[src/rtl/nbt_pkg.sv]
package nbt_pkg;

  // Width of the burst beat counter (four beats per burst).
  localparam int BEAT_BITS = 2;

  // Low address bits of beat `step` of a burst that began at `start`.
  function automatic logic [BEAT_BITS-1:0] beat_lo(
    input logic [BEAT_BITS-1:0] start,
    input logic [BEAT_BITS-1:0] step,
    input logic                 ilv
  );
    return ilv ? (start ^ step) : (start + step);
  endfunction

endpackage

[src/rtl/nbt_burst_ctl.sv]
module nbt_burst_ctl #(
  parameter int ADDR_W = 6,
  parameter int NBYTES = 2
) (
  input  logic              clk,
  input  logic              rst_n,
  input  logic              sel_all,
  input  logic              adv,
  input  logic              we,
  input  logic [ADDR_W-1:0] addr,
  input  logic [NBYTES-1:0] be,
  input  logic              ilv,
  output logic              cmd_vld,
  output logic              cmd_wr,
  output logic [ADDR_W-1:0] cmd_addr,
  output logic [NBYTES-1:0] cmd_be,
  output logic              burst_act
);
  localparam int BB = nbt_pkg::BEAT_BITS;

  logic [ADDR_W-1:0] base_q;
  logic [BB-1:0]     beat_q;
  logic [BB-1:0]     beat_nx;
  logic              dir_q;
  logic [ADDR_W-1:0] cont_addr;

  assign beat_nx   = beat_q + 1'b1;
  assign cont_addr = {base_q[ADDR_W-1:BB], nbt_pkg::beat_lo(base_q[BB-1:0], beat_nx, ilv)};

  always_ff @(posedge clk or negedge rst_n) begin
    if (!rst_n) begin
      burst_act <= 1'b0;
      cmd_vld   <= 1'b0;
      cmd_wr    <= 1'b0;
      cmd_addr  <= '0;
      cmd_be    <= '0;
      base_q    <= '0;
      beat_q    <= '0;
      dir_q     <= 1'b0;
    end else begin
      cmd_be <= be;
      if (!adv) begin
        burst_act <= sel_all;
        cmd_vld   <= sel_all;
        if (sel_all) begin
          base_q   <= addr;
          beat_q   <= '0;
          dir_q    <= we;
          cmd_wr   <= we;
          cmd_addr <= addr;
        end
      end else begin
        cmd_vld <= burst_act;
        if (burst_act) begin
          beat_q   <= beat_nx;
          cmd_addr <= cont_addr;
          cmd_wr   <= dir_q;
        end
      end
    end
  end

endmodule

[src/rtl/nbt_late_write.sv]
module nbt_late_write #(
  parameter int ADDR_W = 6,
  parameter int NBYTES = 2,
  parameter int BYTE_W = 9
) (
  input  logic                     clk,
  input  logic                     rst_n,
  input  logic                     pipe_mode,
  input  logic                     cmd_vld,
  input  logic                     cmd_wr,
  input  logic [ADDR_W-1:0]        cmd_addr,
  input  logic [NBYTES-1:0]        cmd_be,
  input  logic [NBYTES*BYTE_W-1:0] wdata,
  input  logic                     par_chk,
  input  logic                     par_odd,
  output logic                     wr_go,
  output logic [ADDR_W-1:0]        wr_addr,
  output logic [NBYTES-1:0]        wr_be,
  output logic                     par_err
);
  localparam int DATA_W = NBYTES * BYTE_W;

  logic              s2_vld;
  logic [ADDR_W-1:0] s2_addr;
  logic [NBYTES-1:0] s2_be;
  logic [NBYTES-1:0] bad;

  function automatic logic [NBYTES-1:0] bad_bytes(
    input logic [DATA_W-1:0] d,
    input logic              odd
  );
    logic [NBYTES-1:0] m;
    for (int b = 0; b < NBYTES; b++) m[b] = (^d[b*BYTE_W +: BYTE_W]) != odd;
    return m;
  endfunction

  // Second staging slot, used only for the two-edge delay.
  always_ff @(posedge clk or negedge rst_n) begin
    if (!rst_n) begin
      s2_vld  <= 1'b0;
      s2_addr <= '0;
      s2_be   <= '0;
    end else begin
      s2_vld  <= cmd_vld & cmd_wr;
      s2_addr <= cmd_addr;
      s2_be   <= cmd_be;
    end
  end

  assign wr_go   = pipe_mode ? s2_vld  : (cmd_vld & cmd_wr);
  assign wr_addr = pipe_mode ? s2_addr : cmd_addr;
  assign wr_be   = pipe_mode ? s2_be   : cmd_be;
  assign bad     = bad_bytes(wdata, par_odd);

  always_ff @(posedge clk or negedge rst_n) begin
    if (!rst_n) par_err <= 1'b0;
    else        par_err <= par_chk & wr_go & (|(wr_be & bad));
  end

endmodule

[src/rtl/nbt_array.sv]
module nbt_array #(
  parameter int ADDR_W = 6,
  parameter int NBYTES = 2,
  parameter int BYTE_W = 9
) (
  input  logic                     clk,
  input  logic                     wr_go,
  input  logic [ADDR_W-1:0]        wr_addr,
  input  logic [NBYTES-1:0]        wr_be,
  input  logic [NBYTES*BYTE_W-1:0] wdata,
  input  logic [ADDR_W-1:0]        rd_addr,
  output logic [NBYTES*BYTE_W-1:0] rd_word
);
  localparam int DEPTH = 1 << ADDR_W;

  for (genvar b = 0; b < NBYTES; b++) begin : g_bank
    logic [BYTE_W-1:0] bank [DEPTH];

    always_ff @(posedge clk) begin
      if (wr_go && wr_be[b]) bank[wr_addr] <= wdata[b*BYTE_W +: BYTE_W];
    end

    assign rd_word[b*BYTE_W +: BYTE_W] = bank[rd_addr];
  end

endmodule

[src/rtl/nbt_read_path.sv]
module nbt_read_path #(
  parameter int ADDR_W = 6,
  parameter int NBYTES = 2,
  parameter int BYTE_W = 9
) (
  input  logic                     clk,
  input  logic                     rst_n,
  input  logic                     pipe_mode,
  input  logic                     oe,
  input  logic                     rd_now,
  input  logic [ADDR_W-1:0]        rd_addr,
  input  logic [NBYTES*BYTE_W-1:0] rd_word,
  input  logic                     wr_go,
  input  logic [ADDR_W-1:0]        wr_addr,
  input  logic [NBYTES-1:0]        wr_be,
  input  logic [NBYTES*BYTE_W-1:0] wdata,
  output logic [NBYTES*BYTE_W-1:0] rdata,
  output logic                     q_en
);
  localparam int DATA_W = NBYTES * BYTE_W;

  logic              fwd_hit;
  logic [DATA_W-1:0] fwd_word;
  logic              pq_vld;
  logic [DATA_W-1:0] pq_data;
  logic              out_vld;
  logic [DATA_W-1:0] out_word;

  function automatic logic [DATA_W-1:0] merge_bytes(
    input logic [DATA_W-1:0] old_w,
    input logic [DATA_W-1:0] new_w,
    input logic [NBYTES-1:0] take
  );
    logic [DATA_W-1:0] r;
    for (int b = 0; b < NBYTES; b++)
      r[b*BYTE_W +: BYTE_W] = take[b] ? new_w[b*BYTE_W +: BYTE_W] : old_w[b*BYTE_W +: BYTE_W];
    return r;
  endfunction

  // A write that commits on the same edge as the output register loads.
  assign fwd_hit  = wr_go && (wr_addr == rd_addr);
  assign fwd_word = merge_bytes(rd_word, wdata, fwd_hit ? wr_be : '0);

  always_ff @(posedge clk or negedge rst_n) begin
    if (!rst_n) begin
      pq_vld  <= 1'b0;
      pq_data <= '0;
    end else begin
      pq_vld  <= rd_now;
      pq_data <= fwd_word;
    end
  end

  assign out_vld  = pipe_mode ? pq_vld  : rd_now;
  assign out_word = pipe_mode ? pq_data : rd_word;
  assign q_en     = out_vld & oe;
  assign rdata    = q_en ? out_word : '0;

endmodule

[src/rtl/nbt_sram.sv]
module nbt_sram #(
  parameter int ADDR_W = 6,
  parameter int BYTE_W = 9,
  parameter int NBYTES = 2,
  localparam int DATA_W = BYTE_W * NBYTES
) (
  input  logic              clk,
  input  logic              rst_n,
  input  logic              pipe_mode,
  input  logic              burst_ilv,
  input  logic              sel_a,
  input  logic              sel_b,
  input  logic              sel_c,
  input  logic              adv,
  input  logic              we,
  input  logic [NBYTES-1:0] byte_en,
  input  logic [ADDR_W-1:0] addr,
  input  logic [DATA_W-1:0] wdata,
  input  logic              par_chk,
  input  logic              par_odd,
  input  logic              oe,
  output logic [DATA_W-1:0] rdata,
  output logic              q_en,
  output logic              par_err
);
  // Named internal events, visible to the bound checker.
  logic              sel_all;
  logic              cmd_vld;
  logic              cmd_wr;
  logic [ADDR_W-1:0] cmd_addr;
  logic [NBYTES-1:0] cmd_be;
  logic              burst_act;
  logic              rd_now;
  logic              wr_go;
  logic [ADDR_W-1:0] wr_addr;
  logic [NBYTES-1:0] wr_be;
  logic [DATA_W-1:0] rd_word;

  assign sel_all = sel_a & sel_b & sel_c;
  assign rd_now  = cmd_vld & ~cmd_wr;

  nbt_burst_ctl #(.ADDR_W(ADDR_W), .NBYTES(NBYTES)) u_ctl (
    .clk(clk), .rst_n(rst_n), .sel_all(sel_all), .adv(adv), .we(we),
    .addr(addr), .be(byte_en), .ilv(burst_ilv),
    .cmd_vld(cmd_vld), .cmd_wr(cmd_wr), .cmd_addr(cmd_addr),
    .cmd_be(cmd_be), .burst_act(burst_act)
  );

  nbt_late_write #(.ADDR_W(ADDR_W), .NBYTES(NBYTES), .BYTE_W(BYTE_W)) u_lw (
    .clk(clk), .rst_n(rst_n), .pipe_mode(pipe_mode),
    .cmd_vld(cmd_vld), .cmd_wr(cmd_wr), .cmd_addr(cmd_addr), .cmd_be(cmd_be),
    .wdata(wdata), .par_chk(par_chk), .par_odd(par_odd),
    .wr_go(wr_go), .wr_addr(wr_addr), .wr_be(wr_be), .par_err(par_err)
  );

  nbt_array #(.ADDR_W(ADDR_W), .NBYTES(NBYTES), .BYTE_W(BYTE_W)) u_mem (
    .clk(clk), .wr_go(wr_go), .wr_addr(wr_addr), .wr_be(wr_be),
    .wdata(wdata), .rd_addr(cmd_addr), .rd_word(rd_word)
  );

  nbt_read_path #(.ADDR_W(ADDR_W), .NBYTES(NBYTES), .BYTE_W(BYTE_W)) u_rd (
    .clk(clk), .rst_n(rst_n), .pipe_mode(pipe_mode), .oe(oe),
    .rd_now(rd_now), .rd_addr(cmd_addr), .rd_word(rd_word),
    .wr_go(wr_go), .wr_addr(wr_addr), .wr_be(wr_be), .wdata(wdata),
    .rdata(rdata), .q_en(q_en)
  );

endmodule

[config.mk]
export PLATFORM = sky130hd
export DESIGN_NAME = nbt_sram
export DESIGN_NICKNAME = d
export VERILOG_FILES = /design/src/rtl/nbt_pkg.sv /design/src/rtl/nbt_burst_ctl.sv /design/src/rtl/nbt_late_write.sv /design/src/rtl/nbt_array.sv /design/src/rtl/nbt_read_path.sv /design/src/rtl/nbt_sram.sv
export SDC_FILE = /design/constraint.sdc
export NUM_CORES = 1
export LEC_CHECK = 0
export BUFFER_PORTS_ARGS = -buffer_cell sky130_fd_sc_hd__buf_2
export CAP_MARGIN = 20
export CELL_PAD_IN_SITES_DETAIL_PLACEMENT = 1
export CELL_PAD_IN_SITES_GLOBAL_PLACEMENT = 1
export CORE_ASPECT_RATIO = 0.6
export CORE_MARGIN = 1.5
export CORE_UTILIZATION = 61
export CTS_BUF_LIST = sky130_fd_sc_hd__clkbuf_8
export DETAILED_ROUTE_END_ITERATION = 8
export HOLD_SLACK_MARGIN = 0.02
export PLACE_DENSITY_LB_ADDON = 0.1
export SYNTH_ARGS = -nofsm -noshare
export SYNTH_HDL_FRONTEND = slang
export SYNTH_SLANG_ARGS = --single-unit
[constraint.sdc]
create_clock -name clk -period 7 [get_ports clk]
set_input_delay 0.35 -clock clk [delete_from_list [all_inputs] [get_ports clk]]
set_output_delay 0.35 -clock clk [all_outputs]
set_load 0.02 [all_outputs]
==> impl_summary.log, run 1 <==
INFO  metric status = completed
INFO  metric synthMostInstantiatedCell = edfxtp_1
INFO  metric antenna_left = 0
INFO  metric synth.avg_cell_area = 17.5 µm²
INFO  metric clock-skew-final = 0.0407 ns
INFO  metric worstPathMaxFanout = 36
INFO  metric synth.distinct_cells = 56
INFO  metric chipHeight = 220 µm
INFO  metric ir_drop = 0.238 mV
INFO  metric total_leakage_power = ~0.017 µW
INFO  metric synth_area_leader_cell = edfxtp_1
INFO  metric routabilityCongestion = 1.09
INFO  metric ys_seq_elements = 1,200
INFO  metric ys_warn_count = 0
INFO  metric syn-num-nets = 2,778
INFO  metric grt_pass1_wl = 208 mm
INFO  metric period_needed = 5.71 ns
INFO  metric synth_sequential_area_ratio = 74.8%
INFO  metric worst-endpoint-arrival = 5.36 ns
INFO  metric syn-instance-count = 2,739
INFO  metric r2r-start = u_ctl.cmd_addr[2]$_DFFE_PN0P_
INFO  metric std_cell_rows = slightly below 80
INFO  metric final_area = 52,200 µm²
INFO  metric final.hold.worst_slack = 0.0832 ns
INFO  metric clk_root_buffer_cell = clkbuf_8
INFO  metric yosysTopAreaCellShare = between 70% and 80%
INFO  metric timing.setup.tns = 0 ns
INFO  metric cts_setup_buffers = 0
INFO  metric slew_viol_final = 0
INFO  metric cts.path.max_buffers = 3
INFO  metric grt_pass1_vias = around 28,000
INFO  metric yosys-top-cells-area = edfxtp_1 (72%), mux2i_1 (10%), dfrtp_1 (2.5%), mux4_2 (2.3%), a22oi_1 (1.8%)
INFO  metric initialDrtViolationCount = 4,605
INFO  metric headroom_to_the_max_slew_limit = 14.5%
INFO  metric tritoncts = done
INFO  metric cell_area_after_synthesis = between 40,000 and 50,000 µm²
INFO  metric synth_top_cells_by_count = edfxtp_1 (1,152), mux2i_1 (486), nor2_1 (209)
INFO  metric report.final.setup_viol = 0
INFO  metric maximum_number_of_pins_on_one_net_before_global_route_repair = 108
INFO  metric clock_tree.htree_level_count = 4
INFO  metric flow.area_growth_from_synthesis = 9.17%
INFO  metric globalRoute.totalOverflow = 0
INFO  metric port-buffer-count = 57
INFO  metric cts.hold.buffers_added = 15
INFO  metric worst-r2r-setup-slack = 2.38 ns
INFO  metric final.period_utilization = 81.5%
INFO  metric final_layout_size_suffix_gt1_share = 14.7%
INFO  metric synth_ff_type = edfxtp_1
INFO  metric detail_route.drc_violations = 0
INFO  metric cts_sinks = 1,200
INFO  metric worstHoldEndpoint = u_mem.g_bank[0].bank[29][7]$_DFFE_PP_
INFO  metric route.detailed.vias_per_inst = between 6 and 7
INFO  metric worstRegToRegCells = 6
INFO  metric post-dp-hpwl = ~97 mm
INFO  metric synthArstFlopShare = 4.00%
INFO  metric wl = 148 mm
INFO  metric clock.fmax = roughly 180 MHz
INFO  metric setup.worst_path.class = flop to output port
INFO  metric grt_setup_unrepaired = false
INFO  metric placed_area = slightly below 50,000 µm²
INFO  metric report.final.hold_viol_count = 0
INFO  metric die_area = 80,200 µm²
INFO  metric cap_violations = 0
INFO  metric insertion_delay = 0.87 ns
INFO  metric dieWidth = 365 µm
INFO  metric critPathRequiredTime = 6.65 ns
INFO  metric coreArea = approximately 78,000 µm²
INFO  metric power.density = approximately 340 nW/µm²
INFO  metric firstDrtPassIters = 7
INFO  metric pin_count = a little under 60
INFO  metric crit_path_end_kind = output port
INFO  metric synth_enable_flop_cells = 1,152
INFO  metric postCtsResizedCells = 0
INFO  metric detailroute.via_count = ~28,000
INFO  metric startpoint_type = flop
INFO  metric groute.usage.overall = 37.7%
INFO  metric wire_per_inst = ~36 µm
INFO  metric post-route-worst-setup-slack = 1.29 ns
INFO  metric cts_made_buffers = 167
INFO  metric num-fill-cells = 6,518
INFO  metric clk_pin_slew = about 0.09 ns
INFO  metric num-nets-final = 2,929
INFO  metric hold_path_depth = 2
INFO  metric worstHoldStart = wdata[7]
INFO  metric timing_worst_slew_pin_value = 1.27 ns
INFO  metric hold_path_class = input pin to flop
INFO  metric dp_worst_setup_slack = 2.50 ns
INFO  metric effective_utilization_at_floorplan = 61.7%
INFO  metric reg_to_reg_endpoint = u_mem.g_bank[1].bank[20][4]$_DFFE_PP_
INFO  metric initial_antenna_violation_count = 12
-- final cells by class --
cell class / count / area, µm² / area share, %
antenna: 1 / 2.50 / 0.00479
clock buffer: 174 / 2390 / 4.58
clock inverter: 124 / 554 / 1.06
inverter: 6 / 22.5 / 0.0431
multi-input combinational: 1387 / 11200 / 21.5
sequential: 1200 / 35800 / 68.5
tap: 1053 / 1320 / 2.52
timing repair buffer: 128 / 937 / 1.79
-- metal layers --
| metal | up-vias | track usage [%] | part of all wire [%] |
|---|---|---|---|
| met5 | - | 0 | 0.046 |
| met4 | 8 | 10.0 | 2.1 |
| met3 | 235 | 16.9 | 17 |
| met2 | 2189 | 50.7 | 41 |
| met1 | 14600 | 55.6 | 40 |
| li1 | 11200 | - | - |
-- worst max-delay path by stage --
stage / startpoint / to / slack, ns / cells after the start
6_report: u_ctl.cmd_addr[2]$_DFFE_PN0P_ / rdata[8] / 1.29 / 7
5_1_grt: u_ctl.cmd_addr[2]$_DFFE_PN0P_ / rdata[0] / 1.22 / 7
4_1_cts: u_ctl.cmd_addr[2]$_DFFE_PN0P_ / rdata[0] / 1.57 / 7
3_5_place_dp: u_ctl.cmd_addr[2]$_DFFE_PN0P_ / rdata[0] / 2.50 / 7
3_3_place_gp: u_ctl.cmd_addr[2]$_DFFE_PN0P_ / rdata[0] / 2.69 / 7
2_1_floorplan: u_ctl.cmd_addr[4]$_DFFE_PN0P_ / rdata[0] / 4.46 / 8
-- placed cells by master (no fill, tap or decap), types with 15 or more instances in the layout --
cell type and instances:
inv_1 52, clkinv_1 49, nor2_1 208, clkinv_2 19
nor3_1 22, mux2i_1 486, nor4_1 15, nand4_1 17
mux2_2 25, mux4_2 48, o22ai_2 20, dlygate4sd3_1 15
a22oi_1 113, nand2_1 67, o21ai_0 28, xnor2_1 16
and4_1 22, dfrtp_1 45, edfxtp_1 1152, o22ai_1 80
o31ai_1 17, buf_2 57, clkbuf_8 174, buf_4 48
nand3_1 93
-- sequential cells by signal, summed over array words and instances (netlist names), 2 cells and up --
name / cells
u_lw.s2_be: 2
u_ctl.base_q: 6
u_ctl.cmd_addr: 6
u_lw.s2_addr: 6
u_ctl.cmd_be: 2
u_rd.pq_data: 18
u_mem.g_bank.bank: 1152
u_ctl.beat_q: 2
-- kinds of logic (layout without fill, tap and decap cells) --
| group | after synthesis | in the layout | share of synthesized area, % |
|---|---|---|---|
| xor gates and xnor gates | 25 | 25 | 0.515 |
| and+or+nand+nor | 492 | 492 | 4.98 |
| DFF | 1200 | 1200 | 74.8 |
| other | 0 | 1 | 0 |
| buffers and inverters | 152 | 432 | 1.85 |
| adders and majority gates | 1 | 1 | 0.0261 |
| muxes | 559 | 559 | 13.0 |
| AOI/OAI and AO/OA | 310 | 310 | 4.81 |
-- critical path, cell delays in order, from the launching register on --
cell and delay, ns:
dfrtp_4 0.79, buf_4 0.65, nand4b_2 0.88, o22ai_1 0.45
nor3_1 0.13, and4_4 0.17, o31ai_1 0.99, buf_2 0.33
-- through the flow --
stage | util (%) | cells | total power, µW
after global routing | 67.3 | 4072 | 17900
after detailed placement | 63.2 | 3753 | 12400
after floorplan | - | 2739 | 11000
final | 67.3 | 4073 | 17500
after CTS | 67.2 | 4066 | 17300
after global placement | 63.2 | 3750 | 12300
-- power by group --
| part | internal [µW] | total, µW | switching [µW] |
|---|---|---|---|
| clock | 2340 | 5050 | 2710 |
| sequential | 7970 | 8160 | 196 |
| combinational | 1460 | 4320 | 2860 |
| total | 11800 | 17500 | 5770 |
Power figures use the tool's default switching activity.
==> run 2: changes to the inputs <==
CORE_UTILIZATION = 51   (was 61)
clock period = 4.6 ns   (was 7 ns; I/O delays follow)
==> run 2 against run 1 <==
Net effect: critical path type unchanged; combinational power up 52%; routed wire length down 2.5%; worst hold slack better by 0.00051 ns; count of clock-buffer cells in the layout up 7; via count down 2.2%; non-clock buffer count up 163; critical path depth unchanged; flip-flop and latch count unchanged; sequential share of layout area down 2.2 points; first-iteration DRC count down 29%; sequential power up 52%.
==> impl_summary.log, run 2 (same netlist as run 1, synthesis figures left out) <==
INFO  metric r2r-start = u_ctl.cmd_addr[2]$_DFFE_PN0P_
INFO  metric route.detailed.vias_per_inst = 6.23 (-10%)
INFO  metric worst-r2r-setup-slack = 0.96 ns (-1.42 ns)
INFO  metric critPathRequiredTime = 4.37 ns (-2.28 ns)
INFO  metric final.hold.worst_slack = 0.0837 ns (+0.000514 ns)
INFO  metric period_needed = 4.49 ns
INFO  metric reg_top3 = u_mem.g_bank.bank x1152, u_rd.pq_data x18
INFO  metric cts.path.max_buffers = 3 (unchanged)
INFO  metric detailroute.via_count = 27,600 (-2.2%)
INFO  metric launch_point_of_the_worst_path = u_ctl.cmd_addr[0]$_DFFE_PN0P_
INFO  metric clock-skew-final = 0.0429 ns (+0.00213 ns)
INFO  metric ir_drop = 0.347 mV (+46%)
INFO  metric effective_utilization_at_floorplan = 51.8% (-9.8 points)
INFO  metric routabilityCongestion = 0.873 (-20%)
INFO  metric wl_met3 = 16.9 mm (-32%)
INFO  metric antenna_left = 0 (unchanged)
INFO  metric worstPathMaxFanout = 42 (+17%)
INFO  metric cts_made_buffers = 172 (+3.0%)
INFO  metric maximum_number_of_pins_on_one_net_before_global_route_repair = 71 (-34%)
INFO  metric clock.fmax = 223 MHz
INFO  metric critPathCapture = rdata[6]
INFO  metric grt_pass1_wl = 204 mm (-1.7%)
INFO  metric hold_path_class = input pin to flop
INFO  metric pin_count = 58 (unchanged)
INFO  metric groute.usage.overall = 30.6% (-7.1 points)
INFO  metric final_layout_size_suffix_gt1_share = 18.9% (+4.3 points)
INFO  metric final_area = 54,000 µm² (+3.4%)
INFO  metric flow.area_growth_from_synthesis = 12.9%
INFO  metric crit_path_end_kind = output port
INFO  metric initialDrtViolationCount = 3,269 (-29%)
INFO  metric post-route-worst-setup-slack = 0.110 ns (-1.19 ns)
INFO  metric tritoncts = done
INFO  metric layout_common_cells = edfxtp_1 (1,152), mux2i_1 (486), nor2_1 (208)
INFO  metric startpoint_type = flop
INFO  metric insertion_delay = 0.88 ns (about the same)
INFO  metric std_cell_rows = 86 (+8.9%)
INFO  metric cap_violations = 0 (unchanged)
INFO  metric worstRegToRegCells = 6 (unchanged)
INFO  metric route.top_layer_used = met5
INFO  metric wl = 145 mm (-2.5%)
INFO  metric grt_pass1_vias = 27,900 (+0.021%)
INFO  metric chipHeight = 240 µm (+9.2%)
INFO  metric slew_viol_final = 0 (unchanged)
INFO  metric design_power = 26,800 µW (+53%)
INFO  metric dp_worst_setup_slack = 0.693 ns (-1.81 ns)
INFO  metric reg_to_reg_endpoint = u_mem.g_bank[1].bank[44][2]$_DFFE_PP_
INFO  metric clock_tree.htree_level_count = 4 (unchanged)
INFO  metric wire_per_inst = 32.6 µm (-10%)
INFO  metric m1WireLength = 65.1 mm (+10%)
INFO  metric report.final.setup_viol = 0 (unchanged)
INFO  metric timing.setup.tns = 0 ns (unchanged)
INFO  metric dieWidth = 398 µm (+9.3%)
INFO  metric final.period_utilization = 97.6%
INFO  metric clk_pin_slew = 0.06 ns (-0.03 ns)
INFO  metric wl_met2 = 59.4 mm (-2.9%)
INFO  metric port-buffer-count = 57 (unchanged)
INFO  metric die_area = 95,700 µm² (+19%)
INFO  metric power.density = 497 nW/µm² (+48%)
INFO  metric num-fill-cells = 8,373 (+28%)
INFO  metric headroom_to_the_max_slew_limit = 26.8% (+12 points)
INFO  metric detail_route.drc_violations = 0 (unchanged)
INFO  metric total_leakage_power = 0.0182 µW (+5.9%)
INFO  metric setup.worst_path.class = flop to output port
INFO  metric grt_setup_unrepaired = false
INFO  metric post-dp-hpwl = 95.1 mm (-1.7%)
INFO  metric timing_worst_slew_pin_value = 1.09 ns (-0.176 ns)
INFO  metric firstDrtPassIters = 5 (-2)
INFO  metric worst-endpoint-arrival = 4.26 ns (-1.10 ns)
INFO  metric clk_root_buffer_cell = clkbuf_8
INFO  metric cts_sinks = 1,200 (unchanged)
INFO  metric report.final.hold_viol_count = 0 (unchanged)
INFO  metric status = completed
INFO  metric num-nets-final = 3,097 (+5.7%)
INFO  metric largest_register = u_mem.g_bank.bank
INFO  metric largest_register_ff_count = 1,152 (unchanged)
INFO  metric globalRoute.totalOverflow = 0 (unchanged)
INFO  metric placed_area = 50,500 µm² (+2.9%)
INFO  metric coreArea = 92,300 µm² (+19%)
INFO  metric commonest_non_fill_non_tap_cell_in_the_layout = edfxtp_1
INFO  metric initial_antenna_violation_count = 14 (+2)
run 2: cell count changes in the layout (fill, tap and decap cells not counted), moves of 7 or more:
cell / delta
buf_4: +147
inv_1: +23
dlygate4sd3_1: +13
clkinv_1: -9
clkbuf_8: +7
nor4_1: -7
nor4_2: +7
run 2: worst min-delay path by stage:
stage | start | endpoint | slack (ns) | cells past startpoint
2_1_floorplan | rst_n | u_ctl.base_q[0]$_DFFE_PN0P_ | -0.07 | 0
3_3_place_gp | rst_n | u_rd.pq_data[10]$_DFF_PN0_ | 0.23 | 1
3_5_place_dp | rst_n | u_rd.pq_data[10]$_DFF_PN0_ | 0.24 | 1
6_report | wdata[5] | u_mem.g_bank[0].bank[27][5]$_DFFE_PP_ | 0.08 | 2
4_1_cts | wdata[4] | u_mem.g_bank[0].bank[27][4]$_DFFE_PP_ | 0.02 | 2
5_1_grt | wdata[15] | u_mem.g_bank[1].bank[63][6]$_DFFE_PP_ | 0.07 | 2
run 2: metal layers:
layer	vias up	GRT usage [%]
li1	11600	-
met1	14500	46.9
met2	1387	41.0
met3	206	10.3
met4	6	8.92
met5	-	0
run 2: cell type report:
class / count / area [µm²] / share of cell area, %
Inverter: 6 / 22.5 / 0.0417
Tap cell: 1232 / 1540 / 2.85
Timing Repair Buffer: 291 / 2230 / 4.13
Multi-Input combinational cell: 1387 / 11300 / 20.9
Clock inverter: 132 / 618 / 1.14
Clock buffer: 181 / 2490 / 4.61
Antenna cell: 5 / 12.5 / 0.0232
Sequential cell: 1200 / 35800 / 66.3
run 2: timing repair:
item,CTS,global route
gates resized for setup,6,2
setup buffers,1,1
setup endpoints to repair,6,4
endpoints found under the hold margin,88,0
hold buffers,28,0
run 2: where the power goes:
group	leakage [µW]	total [µW]	internal, µW	switching (µW)
Combinational	0.00549	6550	2470	4080
Sequential	0.0109	12400	12100	234
Clock	0.00183	7930	3800	4130
Total	0.0182	26800	18400	8450
run 2: per-stage QoR:
step | std cells | utilization, %
floorplan | 2739 | -
global placement | 4083 | 54.7
detailed placement | 4085 | 54.7
CTS | 4427 | 58.4
global route | 4430 | 58.5
finish | 4434 | 58.5
run 2: critical path: stages, from the launching register on:
cell and delay (ns):
dfrtp_4 0.71, and2_2 0.47, buf_4 0.35, a22oi_1 0.26, nand3_1 0.28, and4_1 0.35, o31ai_2 0.60, buf_2 0.30
